--- src/rtl/fdiv_pkg.sv ---
package fdiv_pkg;
    localparam int EXP_W  = 8;
    localparam int FRAC_W = 23;
    localparam int SIG_W  = FRAC_W + 1;
    localparam int BIAS   = (1 << (EXP_W - 1)) - 1;
    localparam int QW     = SIG_W + 3;          // quotient bits incl. guard and two spare
    localparam int EW     = EXP_W + 3;          // signed working exponent width
    localparam int LZW    = $clog2(SIG_W + 1);

    localparam logic [2:0] ST_NAN = 3'b100;
    localparam logic [2:0] ST_INF = 3'b010;
    localparam logic [2:0] ST_SUB = 3'b001;

    typedef struct packed {
        logic              sign;
        logic [EXP_W-1:0]  exp;
        logic [FRAC_W-1:0] frac;
    } fp_word_t;

    typedef enum logic [1:0] {CLS_ZERO, CLS_FIN, CLS_INF, CLS_NAN} opcls_e;

    typedef struct packed {
        logic                 sign;
        opcls_e               cls;
        logic signed [EW-1:0] exp;   // unbiased+bias, may drop below 1 for subnormals
        logic [SIG_W-1:0]     sig;   // normalised, MSB set when finite
    } operand_t;

    typedef enum logic [1:0] {SP_NONE, SP_NAN, SP_INF, SP_ZERO} special_e;

    function automatic logic [LZW-1:0] lead_zeros(input logic [SIG_W-1:0] v);
        logic [LZW-1:0] n;
        logic           seen;
        n    = '0;
        seen = 1'b0;
        for (int i = SIG_W - 1; i >= 0; i--) begin
            if (!seen) begin
                if (v[i]) seen = 1'b1;
                else      n = n + 1'b1;
            end
        end
        return n;
    endfunction
endpackage

--- src/rtl/fdiv_unpack.sv ---
module fdiv_unpack
    import fdiv_pkg::*;
(
    input  logic [31:0] word,
    output operand_t    op
);
    fp_word_t         f;
    logic [SIG_W-1:0] raw;
    logic [LZW-1:0]   lz;

    assign f = word;

    always_comb begin
        raw     = {(f.exp != '0), f.frac};
        lz      = lead_zeros(raw);
        op.sign = f.sign;
        op.sig  = raw << lz;
        op.exp  = (f.exp == '0) ? (EW'(1) - EW'(lz)) : EW'(f.exp);
        if (f.exp == '1)
            op.cls = (f.frac != '0) ? CLS_NAN : CLS_INF;
        else if (raw == '0)
            op.cls = CLS_ZERO;
        else
            op.cls = CLS_FIN;
    end
endmodule

--- src/rtl/fdiv_mant_loop.sv ---
module fdiv_mant_loop
    import fdiv_pkg::*;
(
    input  logic             clk,
    input  logic             rst,
    input  logic             start,
    input  logic             step,
    input  logic [SIG_W-1:0] num_sig,
    input  logic [SIG_W-1:0] den_sig,
    output logic [QW-1:0]    quo_bits,
    output logic             rem_nz
);
    logic [SIG_W:0]   rem;
    logic [SIG_W-1:0] dvs;
    logic [SIG_W:0]   diff;
    logic             ge;
    logic [SIG_W:0]   keep;

    assign diff = rem - {1'b0, dvs};
    assign ge   = (rem >= {1'b0, dvs});
    assign keep = ge ? diff : rem;

    always_ff @(posedge clk) begin
        if (rst) begin
            rem      <= '0;
            dvs      <= '0;
            quo_bits <= '0;
        end else if (start) begin
            rem      <= {1'b0, num_sig};
            dvs      <= den_sig;
            quo_bits <= '0;
        end else if (step) begin
            quo_bits <= {quo_bits[QW-2:0], ge};
            rem      <= {keep[SIG_W-1:0], 1'b0};
        end
    end

    assign rem_nz = (rem != '0);

    // partial remainder must stay below twice the divisor while stepping
    assert_rem_bound_R1: assert property (@(posedge clk) disable iff (rst)
        step |-> (rem < {dvs, 1'b0}));
endmodule

--- src/rtl/fdiv_round.sv ---
module fdiv_round
    import fdiv_pkg::*;
(
    input  logic                 sign,
    input  logic signed [EW-1:0] bexp,
    input  logic [QW-1:0]        quo_bits,
    input  logic                 rem_nz,
    output logic [31:0]          word,
    output logic [2:0]           flags
);
    localparam int SHW = $clog2(QW + 1);
    localparam int TW  = EW + FRAC_W;
    localparam logic [TW-1:0] INF_LIM = TW'((1 << EXP_W) - 1) << FRAC_W;

    logic [QW-1:0]        n, t, mask;
    logic signed [EW-1:0] e, shs, ebase;
    logic [SHW-1:0]       sh;
    logic [SIG_W-1:0]     mant;
    logic                 guard, sticky, inc;
    logic [SIG_W:0]       r;
    logic [TW-1:0]        tot;

    always_comb begin
        if (quo_bits[QW-1]) begin
            n = quo_bits;
            e = bexp;
        end else begin
            n = {quo_bits[QW-2:0], 1'b0};
            e = bexp - EW'(1);
        end
        shs = EW'(1) - e;
        if (e >= 1)        sh = '0;
        else if (shs >= QW) sh = SHW'(QW);
        else               sh = shs[SHW-1:0];
        t      = n >> sh;
        mask   = ~({QW{1'b1}} << sh);
        mant   = t[QW-1:3];
        guard  = t[2];
        sticky = (|t[1:0]) | (|(n & mask)) | rem_nz;
        inc    = guard & (sticky | mant[0]);
        r      = {1'b0, mant} + {{SIG_W{1'b0}}, inc};
        ebase  = (e >= 1) ? (e - EW'(1)) : '0;
        tot    = {ebase, {FRAC_W{1'b0}}} + TW'(r);
        if (tot >= INF_LIM) begin
            word  = {sign, {EXP_W{1'b1}}, {FRAC_W{1'b0}}};
            flags = ST_INF;
        end else begin
            word  = {sign, tot[EXP_W+FRAC_W-1:0]};
            flags = (tot[EXP_W+FRAC_W-1:FRAC_W] == '0 && tot[FRAC_W-1:0] != '0) ? ST_SUB : 3'b000;
        end
    end
endmodule

--- src/rtl/fdiv_iter.sv ---
module fdiv_iter
    import fdiv_pkg::*;
#(
    parameter int LATENCY = 67
) (
    input  logic        clk,
    input  logic        rst,
    input  logic        load,
    input  logic [31:0] dividend,
    input  logic [31:0] divisor,
    output logic [31:0] quotient,
    output logic [2:0]  status,
    output logic        busy
);
    localparam int CW = $clog2(LATENCY + 1);

    operand_t             a_op, b_op;
    special_e             spec_d, spec_q;
    logic                 sign_q;
    logic signed [EW-1:0] bexp_q;
    logic [CW-1:0]        cnt;
    logic                 accept, step;
    logic [QW-1:0]        quo_bits;
    logic                 rem_nz;
    logic [31:0]          rnd_word;
    logic [2:0]           rnd_flags;

    fdiv_unpack u_unp_a (.word(dividend), .op(a_op));
    fdiv_unpack u_unp_b (.word(divisor),  .op(b_op));

    always_comb begin
        if (a_op.cls == CLS_NAN || b_op.cls == CLS_NAN ||
            (a_op.cls == CLS_ZERO && b_op.cls == CLS_ZERO) ||
            (a_op.cls == CLS_INF  && b_op.cls == CLS_INF))
            spec_d = SP_NAN;
        else if (a_op.cls == CLS_INF || b_op.cls == CLS_ZERO)
            spec_d = SP_INF;
        else if (a_op.cls == CLS_ZERO || b_op.cls == CLS_INF)
            spec_d = SP_ZERO;
        else
            spec_d = SP_NONE;
    end

    assign accept = load && !busy;
    assign step   = busy && (cnt < CW'(QW)) && (spec_q == SP_NONE);

    fdiv_mant_loop u_loop (
        .clk(clk), .rst(rst), .start(accept), .step(step),
        .num_sig(a_op.sig), .den_sig(b_op.sig),
        .quo_bits(quo_bits), .rem_nz(rem_nz)
    );

    fdiv_round u_round (
        .sign(sign_q), .bexp(bexp_q), .quo_bits(quo_bits), .rem_nz(rem_nz),
        .word(rnd_word), .flags(rnd_flags)
    );

    always_ff @(posedge clk) begin
        if (rst) begin
            busy     <= 1'b0;
            cnt      <= '0;
            spec_q   <= SP_NONE;
            sign_q   <= 1'b0;
            bexp_q   <= '0;
            quotient <= '0;
            status   <= '0;
        end else if (accept) begin
            busy   <= 1'b1;
            cnt    <= '0;
            spec_q <= spec_d;
            sign_q <= a_op.sign ^ b_op.sign;
            bexp_q <= a_op.exp - b_op.exp + EW'(BIAS);
        end else if (busy) begin
            if (cnt == CW'(LATENCY - 1)) begin
                busy <= 1'b0;
                unique case (spec_q)
                    SP_NAN:  begin quotient <= 32'h7FC0_0000; status <= ST_NAN; end
                    SP_INF:  begin quotient <= {sign_q, {EXP_W{1'b1}}, {FRAC_W{1'b0}}}; status <= ST_INF; end
                    SP_ZERO: begin quotient <= {sign_q, 31'b0}; status <= 3'b000; end
                    default: begin quotient <= rnd_word; status <= rnd_flags; end
                endcase
            end else begin
                cnt <= cnt + 1'b1;
            end
        end
    end

    // independent run-length counter for the busy window
    logic [CW-1:0] chk_run;
    always_ff @(posedge clk) begin
        if (rst)       chk_run <= '0;
        else if (busy) chk_run <= chk_run + 1'b1;
        else           chk_run <= '0;
    end

    assert_start_busy_R2: assert property (@(posedge clk) disable iff (rst)
        (load && !busy) |=> busy);
    assert_busy_len_R3: assert property (@(posedge clk) disable iff (rst)
        $fell(busy) |-> (chk_run == CW'(LATENCY)));
    assert_no_overrun_R4: assert property (@(posedge clk) disable iff (rst)
        busy |-> (chk_run < CW'(LATENCY)));
    assert_hold_R5: assert property (@(posedge clk) disable iff (rst)
        !busy |=> ($stable(quotient) && $stable(status)));
    assert_flags_R6: assert property (@(posedge clk) disable iff (rst)
        $onehot0(status));
    assert_nan_code_R10: assert property (@(posedge clk) disable iff (rst)
        status[2] |-> (quotient == 32'h7FC0_0000));
    assert_inf_code_R9: assert property (@(posedge clk) disable iff (rst)
        status[1] |-> (quotient[30:0] == 31'h7F80_0000));
endmodule

--- config.mk ---
export PLATFORM = sky130hd
export DESIGN_NAME = fdiv_iter
export DESIGN_NICKNAME = d
export VERILOG_FILES = /design/src/rtl/fdiv_pkg.sv /design/src/rtl/fdiv_unpack.sv /design/src/rtl/fdiv_mant_loop.sv /design/src/rtl/fdiv_round.sv /design/src/rtl/fdiv_iter.sv
export SDC_FILE = /design/constraint.sdc
export NUM_CORES = 1
export LEC_CHECK = 0
export BUFFER_PORTS_ARGS = -buffer_cell sky130_fd_sc_hd__buf_2
export CAP_MARGIN = 20
export CELL_PAD_IN_SITES_DETAIL_PLACEMENT = 1
export CELL_PAD_IN_SITES_GLOBAL_PLACEMENT = 1
export CORE_ASPECT_RATIO = 0.5
export CORE_MARGIN = 2
export CORE_UTILIZATION = 45
export CTS_BUF_LIST = sky130_fd_sc_hd__clkbuf_4 sky130_fd_sc_hd__clkbuf_8 sky130_fd_sc_hd__clkbuf_16
export DETAILED_ROUTE_END_ITERATION = 8
export PLACE_DENSITY = 0.76
export SYNTH_ARGS = -nofsm -noshare
export SYNTH_HDL_FRONTEND = slang
export SYNTH_HIERARCHICAL = 1
export SYNTH_SLANG_ARGS = --single-unit
--- constraint.sdc ---
create_clock -name clk -period 35.9 [get_ports clk]
set_input_delay 1.795 -clock clk [delete_from_list [all_inputs] [get_ports clk]]
set_output_delay 1.795 -clock clk [all_outputs]
set_load 0.01 [all_outputs]
==> results_dict.tcl, run 1 <==
set metrics [dict create \
    antenna_left 0 \
    ys_warn_count 6 \
    post-route-period-util_pct 44.68 \
    cts_tree "yes" \
    syn2layout_area_growth_pct 5.841 \
    regToRegSetupSlack_ps 26640 \
    syn_area_mm2 0.02146 \
    synth_compound_area_share_pct 24.38 \
    ctsLongestPathBuffers 2 \
    internal-power_w 0.0004202 \
    p_per_area_mw_per_mm2 36.11 \
    hold_end "quotient[10]$_SDFFE_PP0P_" \
    antenna_found_initial 2 \
    worstRegToRegCells 20 \
    startpoint_type "input port" \
    avgSynthCellArea_um2 7.280 \
    num_io_pins 103 \
    hpwl_mm 60.47 \
    maxSlewHeadroom_pct 23.38 \
    synth_top_family_by_area "simple AND/OR/NAND/NOR gates" \
    synthMuxAreaShare_pct 11.45 \
    cts-root-buf "clkbuf_16" \
    vias_per_cell 6.390 \
    cp.depth 61 \
    cp_slowest_cell "inv_1" \
    timing.fmax_mhz 62.35 \
    cp.required_ps 36270 \
    drt_iter0_drc 1644 \
    cp_max_fo 21 \
    cts_max_level 4 \
    hold_path_startpoint "quotient[10]$_SDFFE_PP0P_" \
    p_seq_share_pct 20.1 \
    rows 56 \
    mappedNetlistNets 3116 \
    portBuffers 102 \
    whs_path_depth 2 \
    avgRoutedWirePerCell_um 21.64 \
    critPathBufInv 4 \
    num_vias 22820 \
    status "complete, no violations" \
    hold_viol 0 \
    pre_cts_slack_ps 19680 \
    grt_pass1_wl_mm 122.9 \
    final_area_mm2 0.02272 \
    post_cts_buffers 0 \
    comb_power_share_pct 57.0 \
    setup_slack_ps 19860 \
    maxSlewViolCount 0 \
    ys_seq_elements 133 \
    die_x_um 312.8 \
    dieArea_mm2 0.04956 \
    clk_latency_ps 450 \
    grt_usage_pct 30.40 \
    ys_seq_area_share_pct 12.41 \
    fin_nets 3087 \
    end_kind "flop" \
    netlist_instances 2948 \
    power.leakage_nw 8.993 \
    rsz0062_at_grt "false" \
    drtPass1Iterations 5 \
    crit_type "in2reg" \
    clkTransAtPathRegs_ps 70 \
    crit_path_max_incr_delay_ps 680 \
    fin_tns_setup_ps 0 \
    skew_ps 15.70 \
    overflow 0 \
    ctsHoldBuffers 0 \
    start_util_pct 45.72 \
    min_period_ps 16040 \
    cts_buffers 17 \
    reg2reg_from "bexp_q[0]$_SDFFE_PP0P_" \
    critical-path-top-delay-family "compound AO/OA/AOI/OAI gates" \
    p_sw_share_pct 48.77 \
    synth_ff_type "dfxtp_1" \
    cap_viol_max_count 0 \
    cts_repair_resize_count 0 \
    p_clk_share_pct 22.9 \
    floorplan.die.height_um 158.4 \
    power.switching_w 0.0004000 \
    grt_max_degree 64 \
    synthAdderAreaFrac_pct 6.425 \
    vdd_drop_max_mv 0.03344 \
    synth_simple_gate_area_share_pct 30.20 \
    synth_enable_flop_cells 0 \
    cts.sinks 133 \
    synth_cell_types 133 \
    place_area_mm2 0.02210 \
    final_layout_size_suffix_gt1_share_pct 11.60 \
    async_flop_share_pct 0 \
    final_util_pct 48.39 \
    min_path_type "reg2reg" \
    worstReg2RegEnd "quotient[22]$_SDFFE_PP0P_" \
    setup-violations-final 0 \
    synth-xor-area-share_pct 8.722 \
    cp.arrival_ps 16410 \
    drt-total-wl_mm 77.27 \
    grt_pass1_vias 22430 \
    drc_errors 0 \
    worstMarginPinSlew_ps 1139 \
    worst_path_most_repeated_cell "ha_1" \
    core_mm2 0.04695 \
    fillers 6080 \
    place.gp.congestion 0.9845 \
]
==> worst max path at each step <==
stage | end | slack [ps] | start
after floorplan | bexp_q[10]$_SDFFE_PP0P_ | 21800 | divisor[27]
after global placement | bexp_q[10]$_SDFFE_PP0P_ | 20300 | divisor[27]
after detailed placement | bexp_q[10]$_SDFFE_PP0P_ | 19680 | divisor[27]
after CTS | bexp_q[10]$_SDFFE_PP0P_ | 20040 | divisor[27]
after global routing | bexp_q[10]$_SDFFE_PP0P_ | 18840 | dividend[27]
final | bexp_q[10]$_SDFFE_PP0P_ | 19860 | divisor[27]
==> metrics by stage <==
step | instances | hold slack, ps | total power [W]
6_report | 3571 | 448.2 | 0.0008203
3_3_place_gp | 3535 | 436.2 | 0.0006117
4_1_cts | 3567 | 451.0 | 0.0008090
5_1_grt | 3571 | 471.4 | 0.0008639
2_1_floorplan | 2948 | 435.1 | 0.0004985
3_5_place_dp | 3536 | 442.2 | 0.0006178
==> state kept, by name, indices dropped and copies added, names as in the netlist <==
name,cells
u_loop/quo_bits,27
busy,1
bexp_q,11
cnt,7
sign_q,1
status,3
u_loop/rem,25
spec_q,2
quotient,32
u_loop/dvs,24
==> cell usage after synthesis (all sizes together), types with 37 or more instances <==
library cell	count	area [um^2]
nor4	54	480.5
clkbuf	97	365.4
nor2	342	1314
nand3	115	595.6
mux2i	202	2029
and2	37	234.0
o21ai	143	753.2
nor3	106	530.5
xnor2	103	1030
ha	99	1239
nand4	56	356.6
xor2	53	479.2
nand2	261	987.2
dfxtp	133	2663
nand2b	37	231.5
a211oi	76	600.6
buf	85	581.8
and3	40	261.5
a21oi	163	823.3
o211ai	42	320.3
inv	110	412.9
mux2	38	427.9
nor2b	49	316.5
==> power by group through the flow <==
stage	Sequential, W	Clock, W	Combinational [W]
floorplan	0.000162	0	0.000336
CTS	0.000165	0.000191	0.000454
finish	0.000165	0.000188	0.000467
global placement	0.000167	0	0.000444
global route	0.000166	0.000197	0.000502
detailed placement	0.000168	0	0.000450
==> worst min-delay path, stage by stage, from the launching register on <==
cell and delay (ps):
dfxtp_1 310, nand2_1 50, a21oi_1 50
==> metal layers <==
layer / share of wire, % / track usage [%] / vias to the layer above / routed length (um)
li1: - / - / 10860 / -
met1: 45 / 38.58 / 11150 / 34750
met2: 47 / 53.40 / 647 / 36480
met3: 4.7 / 3.621 / 158 / 3612
met4: 3.2 / 10.98 / 0 / 2437
met5: 0 / 0 / - / 0
==> logic make-up after synthesis <==
kind of cell | Yosys count
mux | 240
compound gates | 752
simple gates | 1245
flops | 133
fa+ha+maj | 111
buf+inv | 294
xor+xnor | 172
other cells | 1
==> cell usage in the layout, fill, tap and decap left out, types with 17 or more instances in the layout <==
master / n
a211o_1: 18
a211oi_1: 70
a21o_1: 29
a21oi_1: 161
a31oi_1: 33
and2_1: 35
and3_1: 37
buf_2: 102
buf_4: 31
clkbuf_16: 17
dfxtp_1: 132
ha_1: 99
inv_1: 109
mux2_2: 32
mux2i_1: 200
nand2_1: 258
nand2b_1: 37
nand3_1: 111
nand4_1: 55
nor2_1: 333
nor2b_1: 45
nor3_1: 106
nor3b_1: 19
nor4_1: 40
o211ai_1: 41
o21a_1: 21
o21ai_0: 119
o21ai_1: 18
o22ai_1: 36
or2_2: 23
or3_1: 23
xnor2_1: 90
xor2_1: 51
==> area by class of cell <==
cell class              instances  area (um^2)  share of cell area, %
clock buffers                  17        425.4                  1.873
flip-flops and latches        133         2664                  11.73
multi-input cells            2521        17450                  76.83
clock inverters                14        177.7                 0.7822
diodes                          2        5.005                0.02203
well taps                     638        798.3                  3.514
inverters                     111        416.7                  1.834
repair buffers                135        775.7                  3.415
No activity file was read; power rests on OpenSTA's default activity.
==> run 2, diff against run 1 <==
Settings changed: CORE_UTILIZATION 45 to 43.
Clock period 35.9 ns to 14.1 ns, I/O delays scaled along.
==> run 2 against run 1 <==
Net effect:
- first-iteration DRC count is 12% higher
- utilization is 1.2 points lower
- clock power rose by 140%
- power grew to 2.5 times the previous value
- highest routed layer is now met5
==> results_dict.tcl, run 2 (synthesis results as in run 1) <==
set metrics [dict create \
    status "complete, no violations" \
    post-place-cells 3572 \
    clk_latency_ps 450 \
    num_vias 22870 \
    largest-register "quotient" \
    clkTransAtPathRegs_ps 70 \
    final_util_pct 47.23 \
    drtPass1Iterations 6 \
    maxSlewViolCount 0 \
    startpoint_type "input port" \
    maxSlewHeadroom_pct 29.53 \
    place.gp.congestion 0.9798 \
    place_area_mm2 0.02228 \
    cts_buffers 17 \
    drt_iter0_drc 1836 \
    grt_usage_pct 29.58 \
    setup-violations-final 0 \
    cp_max_fo 5 \
    power.leakage_nw 9.174 \
    cts-root-buf "clkbuf_16" \
    cts_tree "yes" \
    largestRegisters "quotient: 32 flops, u_loop/quo_bits: 27 flops, u_loop/rem: 25 flops" \
    cp.arrival_ps 13750 \
    pre_cts_slack_ps -308.1 \
    worstMarginPinSlew_ps 1057 \
    final_cell_mix "331 x nor2_1, 258 x nand2_1, 200 x mux2i_1, 157 x a21oi_1, 132 x dfxtp_1" \
    fin_cells 3618 \
    die_x_um 319.9 \
    p_per_area_mw_per_mm2 89.81 \
    antenna_left 0 \
    cp.required_ps 14440 \
    rows 57 \
    cts_max_level 4 \
    end_kind "flop" \
    portBuffers 102 \
    hold_viol 0 \
    num_io_pins 103 \
    cts.sinks 133 \
    floorplan.die.height_um 162.0 \
    vias_per_cell 6.320 \
    drc_errors 0 \
    setup_slack_ps 694.4 \
    core_mm2 0.04892 \
    skew_ps 17.54 \
    ctsHoldBuffers 0 \
    hpwl_mm 60.74 \
    final_common_cell "nor2_1" \
    regToRegSetupSlack_ps 4800 \
    grt_pass1_vias 22820 \
    largest_reg_flops 32 \
    cap_viol_max_count 0 \
    min_path_type "reg2reg" \
    fin_nets 3123 \
    vdd_drop_max_mv 0.08721 \
    cp_slowest_cell "or4_4" \
    antenna_found_initial 2 \
    post-route-period-util_pct 95.08 \
    dieArea_mm2 0.05182 \
    overflow 0 \
    syn2layout_area_growth_pct 7.666 \
    grt_max_degree 65 \
    ctsLongestPathBuffers 2 \
    final_layout_size_suffix_gt1_share_pct 13.75 \
    crit_type "in2reg" \
    min_period_ps 13410 \
    grt_pass1_wl_mm 125.7 \
    crit_path_max_incr_delay_ps 620 \
    avgRoutedWirePerCell_um 21.57 \
    fin_tns_setup_ps 0 \
    timing.fmax_mhz 74.60 \
    worst_path_most_repeated_cell "ha_1" \
    drt-total-wl_mm 78.06 \
    final_area_mm2 0.02311 \
    start_util_pct 43.87 \
]
-- run 2: cell type report --
class                   count  area, um^2
fillers                  6232       25820
clock buffers              18       432.9
repair buffers            171        1031
well taps                 649       812.0
flip-flops and latches    133        2664
multi-input cells        2521       17610
diodes                      1       2.502
inverters                 111       416.7
clock inverters            14       142.6
-- run 2: stage by stage --
stage / hold slack [ps] / total power [W]
2_1_floorplan: 435.1 / 0.001269
3_3_place_gp: 436.0 / 0.001559
3_5_place_dp: 441.6 / 0.001576
4_1_cts: 450.8 / 0.002045
5_1_grt: 480.4 / 0.002193
6_report: 449.1 / 0.002075
-- run 2: path summary, 6_finish.rpt --
check | startpoint | to | cells after the start
min reg2reg | quotient[6]$_SDFFE_PP0P_ | quotient[6]$_SDFFE_PP0P_ | 2
max reg2reg | u_loop/quo_bits[26]$_SDFFE_PP0P_ | quotient[22]$_SDFFE_PP0P_ | 23
max | dividend[29] | bexp_q[9]$_SDFFE_PP0P_ | 65
min | quotient[6]$_SDFFE_PP0P_ | quotient[6]$_SDFFE_PP0P_ | 2
-- run 2: layer usage --
metal | wire [um] | global-route usage [%] | vias to the layer above
li1 | - | - | 10930
met1 | 35820 | 39.07 | 11140
met2 | 35930 | 49.74 | 653
met3 | 3962 | 4.539 | 148
met4 | 2339 | 9.155 | 2
met5 | 13 | 0 | -
-- run 2: worst max-delay path, delay by kind of cell --
| kind | cells | cell delay [ps] |
|---|---|---|
| buffers and inverters | 4 | 290 |
| AOI/OAI and AO/OA | 22 | 4090 |
| muxes | 6 | 1190 |
| xor gates and xnor gates | 1 | 330 |
| and+or+nand+nor | 19 | 3330 |
| adders and majority gates | 13 | 3780 |
-- run 2: power by group --
group          switching, W  total (W)  internal (W)
sequential        0.0000269   0.000420      0.000393
combinational      0.000796    0.00120      0.000401
clock              0.000209   0.000458      0.000250
-- run 2: repair_timing --
item,4_1_cts,5_1_grt
setup buffers,0,13
endpoints found under the setup margin,0,7
gates resized for setup,0,36
==> run 3, diff against run 2 <==
--- a/config.mk
+++ b/config.mk
@@ -16,3 +16,3 @@
 export DETAILED_ROUTE_END_ITERATION = 8
-export PLACE_DENSITY = 0.76
+export PLACE_DENSITY = 0.87
 export SYNTH_ARGS = -nofsm -noshare
--- a/constraint.sdc
+++ b/constraint.sdc
@@ -3,2 +3,2 @@
 set_output_delay 0.705 -clock clk [all_outputs]
-set_load 0.01 [all_outputs]
+set_load 0.005 [all_outputs]
==> run 3 against run 2 <==
Net effect:
- non-clock buffer count is 6 lower
- combinational power about the same
- sequential share of layout area increased by 0.051 points
- fmax down 0.75%
- critical path type unchanged
- die area is the same
- first-iteration DRC count is 4.6% lower
- largest cell class unchanged
- power rose by 0.79%
- wire length increased by 3.5%
==> results_dict.tcl, run 3 (synthesis results as in run 1) <==
set metrics [dict create \
    startpoint_type "input port" \
    ctsLongestPathBuffers 2 \
    reg2reg_from "bexp_q[0]$_SDFFE_PP0P_" \
    p_seq_share_pct 20.1 \
    post-route-period-util_pct 95.79 \
    grt_pass1_wl_mm 127.6 \
    cap_viol_max_count 0 \
    regToRegSetupSlack_ps 5060 \
    cts_max_level 4 \
    crit_type "in2reg" \
    crit_path_max_incr_delay_ps 590 \
    m1WireLength_mm 34.07 \
    cp.required_ps 14480 \
    avgRoutedWirePerCell_um 22.36 \
    fin_tns_setup_ps 0 \
    power.leakage_nw 9.132 \
    startpoint "divisor[27]" \
    min_path_type "reg2reg" \
    p_per_area_mw_per_mm2 90.92 \
    syn2layout_area_growth_pct 7.188 \
    clkTransAtPathRegs_ps 80 \
    antenna_left 0 \
    skew_ps 18.25 \
    cts_tree "yes" \
    die_x_um 319.9 \
    final_cell_mix "332 x nor2_1, 258 x nand2_1, 199 x mux2i_1, 158 x a21oi_1, 132 x dfxtp_1" \
    num_io_pins 103 \
    internal-power_w 0.001030 \
    vdd_drop_max_mv 0.06624 \
    worstMarginPinSlew_ps 1149 \
    endpoint "bexp_q[10]$_SDFFE_PP0P_" \
    drc_errors 0 \
    timing.fmax_mhz 74.04 \
    cts_buffers 17 \
    portBuffers 102 \
    cp.depth 67 \
    num_vias 23610 \
    drt-total-wl_mm 80.79 \
    place.gp.congestion 0.9788 \
    fin_nets 3117 \
    cp_max_fo 5 \
    grt_pass1_vias 23800 \
    largest-register "quotient" \
    final_common_cell "nor2_1" \
    maxSlewViolCount 0 \
    hold_viol 0 \
    worstRegToRegCells 25 \
    place_area_mm2 0.02226 \
    final_area_mm2 0.02300 \
    p_clk_share_pct 21.7 \
    drt_iter0_drc 1751 \
    cp_slowest_cell "or4_4" \
    antenna_found_initial 3 \
    final_layout_size_suffix_gt1_share_pct 13.27 \
    critPathBufInv 5 \
    vias_per_cell 6.536 \
    floorplan.die.height_um 162.0 \
    worstReg2RegEnd "quotient[22]$_SDFFE_PP0P_" \
    status "complete, no violations" \
    min_period_ps 13510 \
    clk_latency_ps 460 \
    hpwl_mm 61.73 \
    p_sw_share_pct 50.75 \
    largestRegisters "quotient: 32 flops, u_loop/quo_bits: 27 flops, u_loop/rem: 25 flops" \
    grt_max_degree 75 \
    setup-violations-final 0 \
    comb_power_share_pct 58.2 \
    grt_usage_pct 30.04 \
    cts.sinks 133 \
    overflow 0 \
    start_util_pct 43.87 \
    worst_path_most_repeated_cell "ha_1" \
    critical-path-top-delay-family "adder cells" \
    dieArea_mm2 0.05182 \
    cts-root-buf "clkbuf_16" \
    core_mm2 0.04892 \
    maxSlewHeadroom_pct 22.67 \
    power.switching_w 0.001062 \
    route.top_layer_used "met4" \
    cp.arrival_ps 13890 \
    largest_reg_flops 32 \
    drtPass1Iterations 5 \
    ctsHoldBuffers 0 \
    met3_length_mm 4.201 \
    wl_met2_mm 39.56 \
    end_kind "flop" \
    rows 57 \
]
-- run 3: changes by cell type in the layout (fill, tap and decap cells not counted), sizes merged --
| cell | previous run | this run |
|---|---|---|
| buf | 171 | 165 |
| bufinv | 1 | 0 |
| clkinv | 4 | 2 |
| clkinvlp | 3 | 2 |
| diode | 1 | 2 |
| inv | 117 | 121 |
-- run 3: timing repair --
action,4_1_cts,5_1_grt
endpoints found under the setup margin,0,7
gates resized for setup,0,26
setup buffers,0,10
endpoints found under the hold margin,0,0
-- run 3: metrics by stage --
| step | power [W] | cells | hold slack (ps) | util [%] | setup WS [ps] |
|---|---|---|---|---|---|
| after global routing | 0.002189 | 3612 | 481.0 | 47.02 | -83.73 |
| after detailed placement | 0.001585 | 3569 | 445.6 | 45.50 | -378.3 |
| final | 0.002092 | 3613 | 452.1 | 47.02 | 593.4 |
| after floorplan | 0.001269 | 2948 | 435.1 | - | 1085 |
| after CTS | 0.002053 | 3601 | 457.7 | 46.64 | 61.50 |
| after global placement | 0.001556 | 3569 | 435.0 | 45.50 | 279.0 |
-- run 3: cell type report --
cell class,instances,area (um^2)
fill,6263,25920
multi-input combinational,2521,17560
inverter,111,416.7
sequential,133,2664
tap,649,812.0
clock inverter,14,122.6
clock buffer,18,439.2
timing repair buffer,165,983.4
antenna,2,5.005
-- run 3: power groups by stage --
stage | Clock [W] | Sequential, W | Combinational (W)
after floorplan | 0 | 0.000413 | 0.000856
final | 0.000453 | 0.000420 | 0.00122
after CTS | 0.000461 | 0.000419 | 0.00117
after global placement | 0 | 0.000426 | 0.00113
after global routing | 0.000473 | 0.000422 | 0.00129
after detailed placement | 0 | 0.000427 | 0.00116
-- run 3: per-layer routing --
metal | up-vias | GRT usage (%)
met3 | 212 | 3.890
li1 | 10900 | -
met1 | 11670 | 36.49
met4 | 0 | 13.00
met2 | 834 | 53.52
met5 | - | 0
-- run 3: worst min path at each step --
| stage | from | slack, ps | to | depth (start not counted) |
|---|---|---|---|---|
| after global placement | quotient[8]$_SDFFE_PP0P_ | 440 | quotient[8]$_SDFFE_PP0P_ | 2 |
| final | status[0]$_SDFFE_PP0P_ | 450 | status[0]$_SDFFE_PP0P_ | 2 |
| after floorplan | bexp_q[0]$_SDFFE_PP0P_ | 440 | bexp_q[0]$_SDFFE_PP0P_ | 2 |
| after detailed placement | quotient[20]$_SDFFE_PP0P_ | 450 | quotient[20]$_SDFFE_PP0P_ | 2 |
| after global routing | quotient[1]$_SDFFE_PP0P_ | 480 | quotient[1]$_SDFFE_PP0P_ | 2 |
| after CTS | quotient[19]$_SDFFE_PP0P_ | 460 | quotient[19]$_SDFFE_PP0P_ | 2 |
-- run 3: worst register-to-register path: cells and delay by family, from the launching register on --
family          cells  cell delay, ps
compound gates      7            3200
simple gates       11            3280
buf+inv             3             780
flops               1             580
fa+ha+maj           3             860
mux                 1             190
